File: src/rtl/tu_pkg.sv
package tu_pkg;

  localparam int TU_ST_W  = 3;
  localparam int TU_PKT_W = 16;
  localparam int TU_IDX_W = 2;

  typedef enum logic [1:0] {
    TU_PORT4  = 2'b00,
    TU_PORT8  = 2'b01,
    TU_PORT16 = 2'b10,
    TU_PORTX  = 2'b11
  } tu_width_e;

  typedef struct packed {
    logic [TU_ST_W-1:0]  status;
    logic [TU_PKT_W-1:0] packet;
    logic                sync;
    logic                trig;
  } tu_frame_t;

  // frames carried by one word for a given width code
  function automatic logic [TU_IDX_W-1:0] tu_frames(input logic [1:0] m);
    case (m)
      TU_PORT4: tu_frames = 2'd3;
      TU_PORT8: tu_frames = 2'd2;
      default:  tu_frames = 2'd1;
    endcase
  endfunction

  // packet width in bits for a given width code
  function automatic logic [4:0] tu_pkt_bits(input logic [1:0] m);
    case (m)
      TU_PORT4: tu_pkt_bits = 5'd4;
      TU_PORT8: tu_pkt_bits = 5'd8;
      default:  tu_pkt_bits = 5'd16;
    endcase
  endfunction

  // bit offset of a frame slot inside the word
  function automatic logic [4:0] tu_slot_base(input logic [1:0] m,
                                              input logic [TU_IDX_W-1:0] idx);
    case (m)
      TU_PORT4: tu_slot_base = 5'(idx) << 3;
      TU_PORT8: tu_slot_base = (idx == 2'd0) ? 5'd0 : 5'd12;
      default:  tu_slot_base = 5'd0;
    endcase
  endfunction

endpackage

File: src/rtl/tu_slot_extract.sv
module tu_slot_extract
  import tu_pkg::*;
#(
  parameter int WORD_W = 32
) (
  input  logic [WORD_W-1:0]   word,
  input  logic [1:0]          mode,
  input  logic [TU_IDX_W-1:0] idx,
  output tu_frame_t           raw
);

  localparam int MASK_W = TU_PKT_W + 1;

  logic [WORD_W-1:0]   shifted;
  logic [4:0]          base;
  logic [4:0]          pbits;
  logic [4:0]          sync_pos;
  logic [MASK_W-1:0]   mask_full;

  always_comb begin
    base      = tu_slot_base(mode, idx);
    pbits     = tu_pkt_bits(mode);
    shifted   = word >> base;
    sync_pos  = 5'(TU_ST_W) + pbits;
    mask_full = (MASK_W'(1) << pbits) - MASK_W'(1);
    raw.status = shifted[TU_ST_W-1:0];
    raw.packet = shifted[TU_ST_W +: TU_PKT_W] & mask_full[TU_PKT_W-1:0];
    raw.sync   = shifted[sync_pos];
    raw.trig   = 1'b0;
  end

endmodule

File: src/rtl/tu_trig_escape.sv
module tu_trig_escape
  import tu_pkg::*;
#(
  parameter logic [TU_ST_W-1:0] TRIG_CODE = 3'b110
) (
  input  tu_frame_t raw,
  output tu_frame_t fixed
);

  always_comb begin
    fixed = raw;
    if (raw.status == TRIG_CODE) begin
      fixed.status = raw.packet[TU_ST_W-1:0];
      fixed.trig   = 1'b1;
    end
  end

endmodule

File: src/rtl/tu_frame_seq.sv
module tu_frame_seq
  import tu_pkg::*;
(
  input  logic                clk,
  input  logic                rst,
  input  logic                in_valid,
  input  logic [1:0]          width_sel,
  input  logic                out_valid,
  input  logic                out_ready,
  output logic                in_ready,
  output logic                take,
  output logic                load,
  output logic                busy,
  output logic [TU_IDX_W-1:0] idx,
  output logic [1:0]          mode_q
);

  logic slot_free;
  logic last;

  assign slot_free = !out_valid || out_ready;
  assign in_ready  = !busy && slot_free;
  assign take      = in_valid && in_ready;
  assign load      = busy && slot_free;
  assign last      = (idx == tu_frames(mode_q) - 2'd1);

  always_ff @(posedge clk) begin
    if (rst) begin
      busy   <= 1'b0;
      idx    <= '0;
      mode_q <= TU_PORT16;
    end else if (take) begin
      busy   <= 1'b1;
      idx    <= '0;
      mode_q <= width_sel;
    end else if (load) begin
      if (last) begin
        busy <= 1'b0;
        idx  <= '0;
      end else begin
        idx  <= idx + 2'd1;
      end
    end
  end

  AST_IDX_IN_RANGE: assert property (@(posedge clk) disable iff (rst)
    busy |-> (idx < tu_frames(mode_q)));

  AST_PENDING_BLOCKS_INPUT: assert property (@(posedge clk) disable iff (rst)
    (busy && load && !last) |=> !in_ready);

endmodule

File: src/rtl/trace_unpacker.sv
module trace_unpacker
  import tu_pkg::*;
#(
  parameter int                 WORD_W    = 32,
  parameter logic [TU_ST_W-1:0] TRIG_CODE = 3'b110
) (
  input  logic                clk,
  input  logic                rst,
  input  logic [1:0]          width_sel,
  input  logic                in_valid,
  input  logic [WORD_W-1:0]   in_word,
  output logic                in_ready,
  output logic                out_valid,
  input  logic                out_ready,
  output logic [TU_ST_W-1:0]  out_status,
  output logic [TU_PKT_W-1:0] out_packet,
  output logic                out_sync,
  output logic                out_trigger
);

  logic                take;
  logic                load;
  logic                busy;
  logic [TU_IDX_W-1:0] idx;
  logic [1:0]          mode_q;
  logic [WORD_W-1:0]   word_q;
  tu_frame_t           raw_frame;
  tu_frame_t           esc_frame;
  tu_frame_t           out_q;

  tu_frame_seq u_seq (
    .clk       (clk),
    .rst       (rst),
    .in_valid  (in_valid),
    .width_sel (width_sel),
    .out_valid (out_valid),
    .out_ready (out_ready),
    .in_ready  (in_ready),
    .take      (take),
    .load      (load),
    .busy      (busy),
    .idx       (idx),
    .mode_q    (mode_q)
  );

  always_ff @(posedge clk) begin
    if (rst) word_q <= '0;
    else if (take) word_q <= in_word;
  end

  tu_slot_extract #(.WORD_W(WORD_W)) u_extract (
    .word (word_q),
    .mode (mode_q),
    .idx  (idx),
    .raw  (raw_frame)
  );

  tu_trig_escape #(.TRIG_CODE(TRIG_CODE)) u_escape (
    .raw   (raw_frame),
    .fixed (esc_frame)
  );

  always_ff @(posedge clk) begin
    if (rst) begin
      out_valid <= 1'b0;
      out_q     <= '0;
    end else if (load) begin
      out_valid <= 1'b1;
      out_q     <= esc_frame;
    end else if (out_ready) begin
      out_valid <= 1'b0;
    end
  end

  assign out_status  = out_q.status;
  assign out_packet  = out_q.packet;
  assign out_sync    = out_q.sync;
  assign out_trigger = out_q.trig;

  // frames handed out since the last accepted word
  logic [1:0] emit_cnt;
  logic       seen_word;
  always_ff @(posedge clk) begin
    if (rst) begin
      emit_cnt  <= '0;
      seen_word <= 1'b0;
    end else if (in_valid && in_ready) begin
      emit_cnt  <= '0;
      seen_word <= 1'b1;
    end else if (out_valid && out_ready) begin
      emit_cnt  <= emit_cnt + 2'd1;
    end
  end

  AST_OUT_HOLD: assert property (@(posedge clk) disable iff (rst)
    (out_valid && !out_ready) |=> (out_valid && $stable(out_status) && $stable(out_packet) && $stable(out_sync) && $stable(out_trigger)));

  AST_TRIG_CARRIES_STATUS: assert property (@(posedge clk) disable iff (rst)
    (out_valid && out_trigger) |-> (out_packet[TU_ST_W-1:0] == out_status));

  AST_PLAIN_NOT_CODE: assert property (@(posedge clk) disable iff (rst)
    (out_valid && !out_trigger) |-> (out_status != TRIG_CODE));

  AST_WORD_DRAINED: assert property (@(posedge clk) disable iff (rst)
    (in_valid && in_ready && seen_word) |-> (({1'b0, emit_cnt} + 3'(out_valid && out_ready)) == {1'b0, tu_frames(mode_q)}));

endmodule

File: config.mk
export PLATFORM = sky130hd
export DESIGN_NAME = trace_unpacker
export DESIGN_NICKNAME = d
export VERILOG_FILES = /design/src/rtl/tu_pkg.sv /design/src/rtl/tu_slot_extract.sv /design/src/rtl/tu_trig_escape.sv /design/src/rtl/tu_frame_seq.sv /design/src/rtl/trace_unpacker.sv
export SDC_FILE = /design/constraint.sdc
export NUM_CORES = 1
export LEC_CHECK = 0
export BUFFER_PORTS_ARGS = -buffer_cell sky130_fd_sc_hd__buf_2
export CAP_MARGIN = 25
export CORE_MARGIN = 2
export CORE_UTILIZATION = 51
export CTS_CLUSTER_SIZE = 28
export DETAILED_ROUTE_END_ITERATION = 8
export GPL_TIMING_DRIVEN = 0
export HOLD_SLACK_MARGIN = 0.1
export PLACE_DENSITY = 0.77
export SYNTH_ARGS = -nofsm -noshare
export SYNTH_HDL_FRONTEND = slang
export SYNTH_HIERARCHICAL = 1
export SYNTH_SLANG_ARGS = --single-unit
File: constraint.sdc
create_clock -name clk -period 2.7 [get_ports clk]
set_input_delay 0.27 -clock clk [delete_from_list [all_inputs] [get_ports clk]]
set_output_delay 0.27 -clock clk [all_outputs]
set_load 0.02 [all_outputs]
==> metrics.cfg <==
[setup_path]
start_kind = register
timing.rr.end = out_status[1]
crit_fanout = 10
max_stage_delay_ns = 0.36
r2r_setup_slack_ns = 0.07
crit_chain = buf_8, nor2b_4, buf_8, inv_8, ha_4, buf_6, or2_4, nor2_4, mux4_2, nand2_2, nand2_4, o31a_1, mux2i_1, nor2_1
crit_arrival_ns = 2.86
crit_required_ns = 2.93
critPathCaptureType = register
cp_common_cell = buf_8
path_delay_family = simple AND/OR/NAND/NOR gates
path_buf_inv = 4
crit_type = register to register
slowest_stage = dfxtp_4
worst-r2r-cell-count = 14
r2r_start = u_seq/mode_q[1]

[synth]
ys.flop_type = dfxtp_1
ys_seq_area_share_pct = 33.48
synth_seq_cells = 59
netlist_area_mm2 = 0.003528
syn_inst = 368
synth_edf_count = 0
syn_nets = 408
yosys_warnings = 6
synthArstFlopShare_pct = 0
syn-mean-instance-area_um2 = 9.588
ys_types = 56

[clock_tree]
hold_buffers = 0
cts.htree.levels = 3
clkSlewWorstSetupHoldPaths_ns = 0.07
clock_path_buffers = 2
clk-insertion-delay-late_ns = 0.34
cts-root-buf = clkbuf_8
cts.sinks = 59
numCtsBuffers = 9
cts_tree = done

[routing]
top_layer_used = met4
met3_wirelength_um = 454
wl_met1_um = 3591
dr_wl_met2_um = 4084
post_drt_wl_per_cell_um = 15.55
drc = 0
postRouteAntennaNets = 0
via_per_inst = 5.538
routed_wl_um = 8349
drt-initial-drc-count = 197
dr.pass1.iters = 5
vias = 2974

[cells_and_area]
finalNetCount = 492
diodes = 0
area_growth_pct = 22.84
drive_gt1_share_pct = 38.51

[placed_design]
dp_hpwl_um = 6140
globalplace.congestion = 0.9542
io_buffers = 60
place_ws_ns = -0.2810

[hold_path]
whs_path_depth = 2
worstHoldStart = rst
hold_end = u_seq/mode_q[0]
hold_class = primary input to register

[die]
core_area_mm2 = 0.006756
die_w_um = 87.18
rows = 30
initial_core_util_pct = 52.22
io_pins = 61
die_h_um = 87.18
die_area_mm2 = 0.007599

[global_routing]
grt_overflow = 0
grt_use_total_pct = 23.17
antenna_found_initial = 0
grt_max_degree = 14
grt_pass1_vias = 2723
grt_pass1_wl_um = 13480

[timing]
min_period_ns = 2.635
setup_viol = 0
fin_setup_tns_ns = 0
final_max_slew_viol_count = 0
timing.final.ws_setup_ns = 0.06533
rsz0062_at_grt = true
max_freq_ghz = 0.3796
fin_skew_ns = 0.007079
hold_violations = 0
period_share_pct = 97.58

[flow_run]
cap_violations = 0

[pwr]
p_per_area_mw_per_mm2 = 507.5
ir_drop_mv = 0.3371
leakage_nw = 1.921

[outcome]
status = finished clean

## power by group
| part | leakage [nW] | total [W] | switching, W | internal [W] |
|---|---|---|---|---|
| clock | 0.0991 | 0.000788 | 0.000341 | 0.000446 |
| combinational | 1.34 | 0.000441 | 0.000206 | 0.000235 |
| sequential | 0.483 | 0.000971 | 0.0000514 | 0.000920 |
| total | 1.92 | 0.00220 | 0.000599 | 0.00160 |
## worst max-delay path by stage
stage,startpoint,end,slack (ns),depth (start not counted)
after floorplan,u_seq/mode_q[1],out_packet[6],0.01,11
after global placement,u_seq/mode_q[1],out_packet[6],-0.26,11
after detailed placement,u_seq/mode_q[1],out_packet[6],-0.28,11
after CTS,u_seq/mode_q[0],out_packet[6],-0.007,12
after global routing,u_seq/mode_q[1],out_status[0],-0.06,14
final,u_seq/mode_q[1],out_status[1],0.07,14
## layout make-up
| class | count | area [µm²] |
|---|---|---|
| fill | 587 | 2422 |
| buffer | 41 | 382.9 |
| sequential | 59 | 1186 |
| clock inverter | 5 | 52.55 |
| tap | 80 | 100.1 |
| inverter | 8 | 37.54 |
| timing repair buffer | 75 | 412.9 |
| clock buffer | 11 | 141.4 |
| multi-input combinational | 258 | 2021 |
## layout by cell type, fill, tap and decap left out, types with 2 or more instances in the layout
| cell | count |
|---|---|
| nor2_1 | 65 |
| buf_2 | 63 |
| dfxtp_1 | 57 |
| mux2i_1 | 55 |
| buf_4 | 35 |
| nand2_1 | 22 |
| mux4_2 | 11 |
| a21oi_1 | 10 |
| clkbuf_8 | 10 |
| nand3_1 | 10 |
| inv_1 | 7 |
| buf_6 | 5 |
| buf_8 | 5 |
| nand2b_1 | 5 |
| o21ai_0 | 5 |
| o211ai_1 | 5 |
| clkbuf_1 | 4 |
| and2_1 | 4 |
| buf_12 | 3 |
| clkinv_2 | 3 |
| mux2_2 | 3 |
| nor3b_1 | 3 |
| a31oi_1 | 3 |
| o21ai_1 | 3 |
| nand2_2 | 3 |
| a31o_2 | 2 |
| nor2b_4 | 2 |
| or2_1 | 2 |
| a21oi_2 | 2 |
| nor2_2 | 2 |
| or2_4 | 2 |
| nor2_4 | 2 |
| clkbuf_4 | 2 |
| and2_4 | 2 |
| a32oi_1 | 2 |
| nor2b_1 | 2 |
| a211oi_2 | 2 |
| mux4_1 | 2 |
| o2111ai_1 | 2 |
## sequential cells by signal, summed over array words and instances, names as in the netlist, 2 cells and up
| register | flops |
|---|---|
| out_packet | 16 |
| u_seq/mode_q | 2 |
| out_status | 3 |
| word_q | 32 |
| u_seq/idx | 2 |
## metrics by stage
| step | utilization (%) | cells | total power [W] | area [µm²] | hold slack (ns) |
|---|---|---|---|---|---|
| after floorplan | - | 368 | 0.001288 | 3537 | 0.3350 |
| after global placement | 58.28 | 508 | 0.001386 | 3938 | 0.4655 |
| after detailed placement | 58.28 | 508 | 0.001396 | 3938 | 0.4786 |
| after CTS | 62.98 | 535 | 0.002205 | 4255 | 0.1380 |
| after global routing | 64.15 | 537 | 0.002298 | 4334 | 0.1629 |
| final | 64.15 | 537 | 0.002200 | 4334 | 0.1436 |
## per-layer routing
metal	vias to the layer above	GRT usage, %
met5	-	0
met4	0	8.671
met3	17	6.256
met2	117	37.47
met1	1397	29.69
li1	1443	-
## logic make-up after synthesis
| group | after synthesis | synth area share [%] |
|---|---|---|
| multiplexers | 72 | 25.50 |
| buffers and inverters | 51 | 11.77 |
| adder cells (fa/ha/maj) | 2 | 0.7091 |
| AND/OR/NAND/NOR | 141 | 20.39 |
| other | 1 | 0.1063 |
| AO/OA/AOI/OAI | 42 | 8.050 |
| flip-flops | 59 | 33.48 |
## synth_stat cells (2+ instances only)
library cell	instances	share of area, %
a21oi_1	11	1.6
a31o_2	2	0.50
a31oi_1	3	0.53
a32oi_1	2	0.50
and2_1	6	1.1
buf_12	3	1.7
buf_2	7	0.99
buf_4	21	4.5
buf_6	5	1.6
buf_8	4	1.7
clkbuf_1	3	0.32
dfxtp_1	59	33
ha_1	2	0.71
inv_1	7	0.74
mux2_2	3	0.96
mux2i_1	55	16
mux4_1	3	2.2
mux4_2	10	6.4
nand2_1	26	2.8
nand2b_1	5	0.89
nand3_1	11	1.6
nor2_1	67	7.1
nor2_2	2	0.35
nor2b_1	2	0.35
nor2b_4	2	0.78
nor3b_1	4	0.85
o2111ai_1	2	0.50
o211ai_1	5	1.1
o21ai_0	5	0.71
o21ai_1	3	0.43
or2_1	3	0.53
## what timing repair did
action / 4_1_cts / 5_1_grt
setup buffers: 11 / 4
setup endpoints to repair: 15 / 12
pin swaps: 11 / 12
resized for setup: 14 / 19
(Power assumes the default switching activity.)
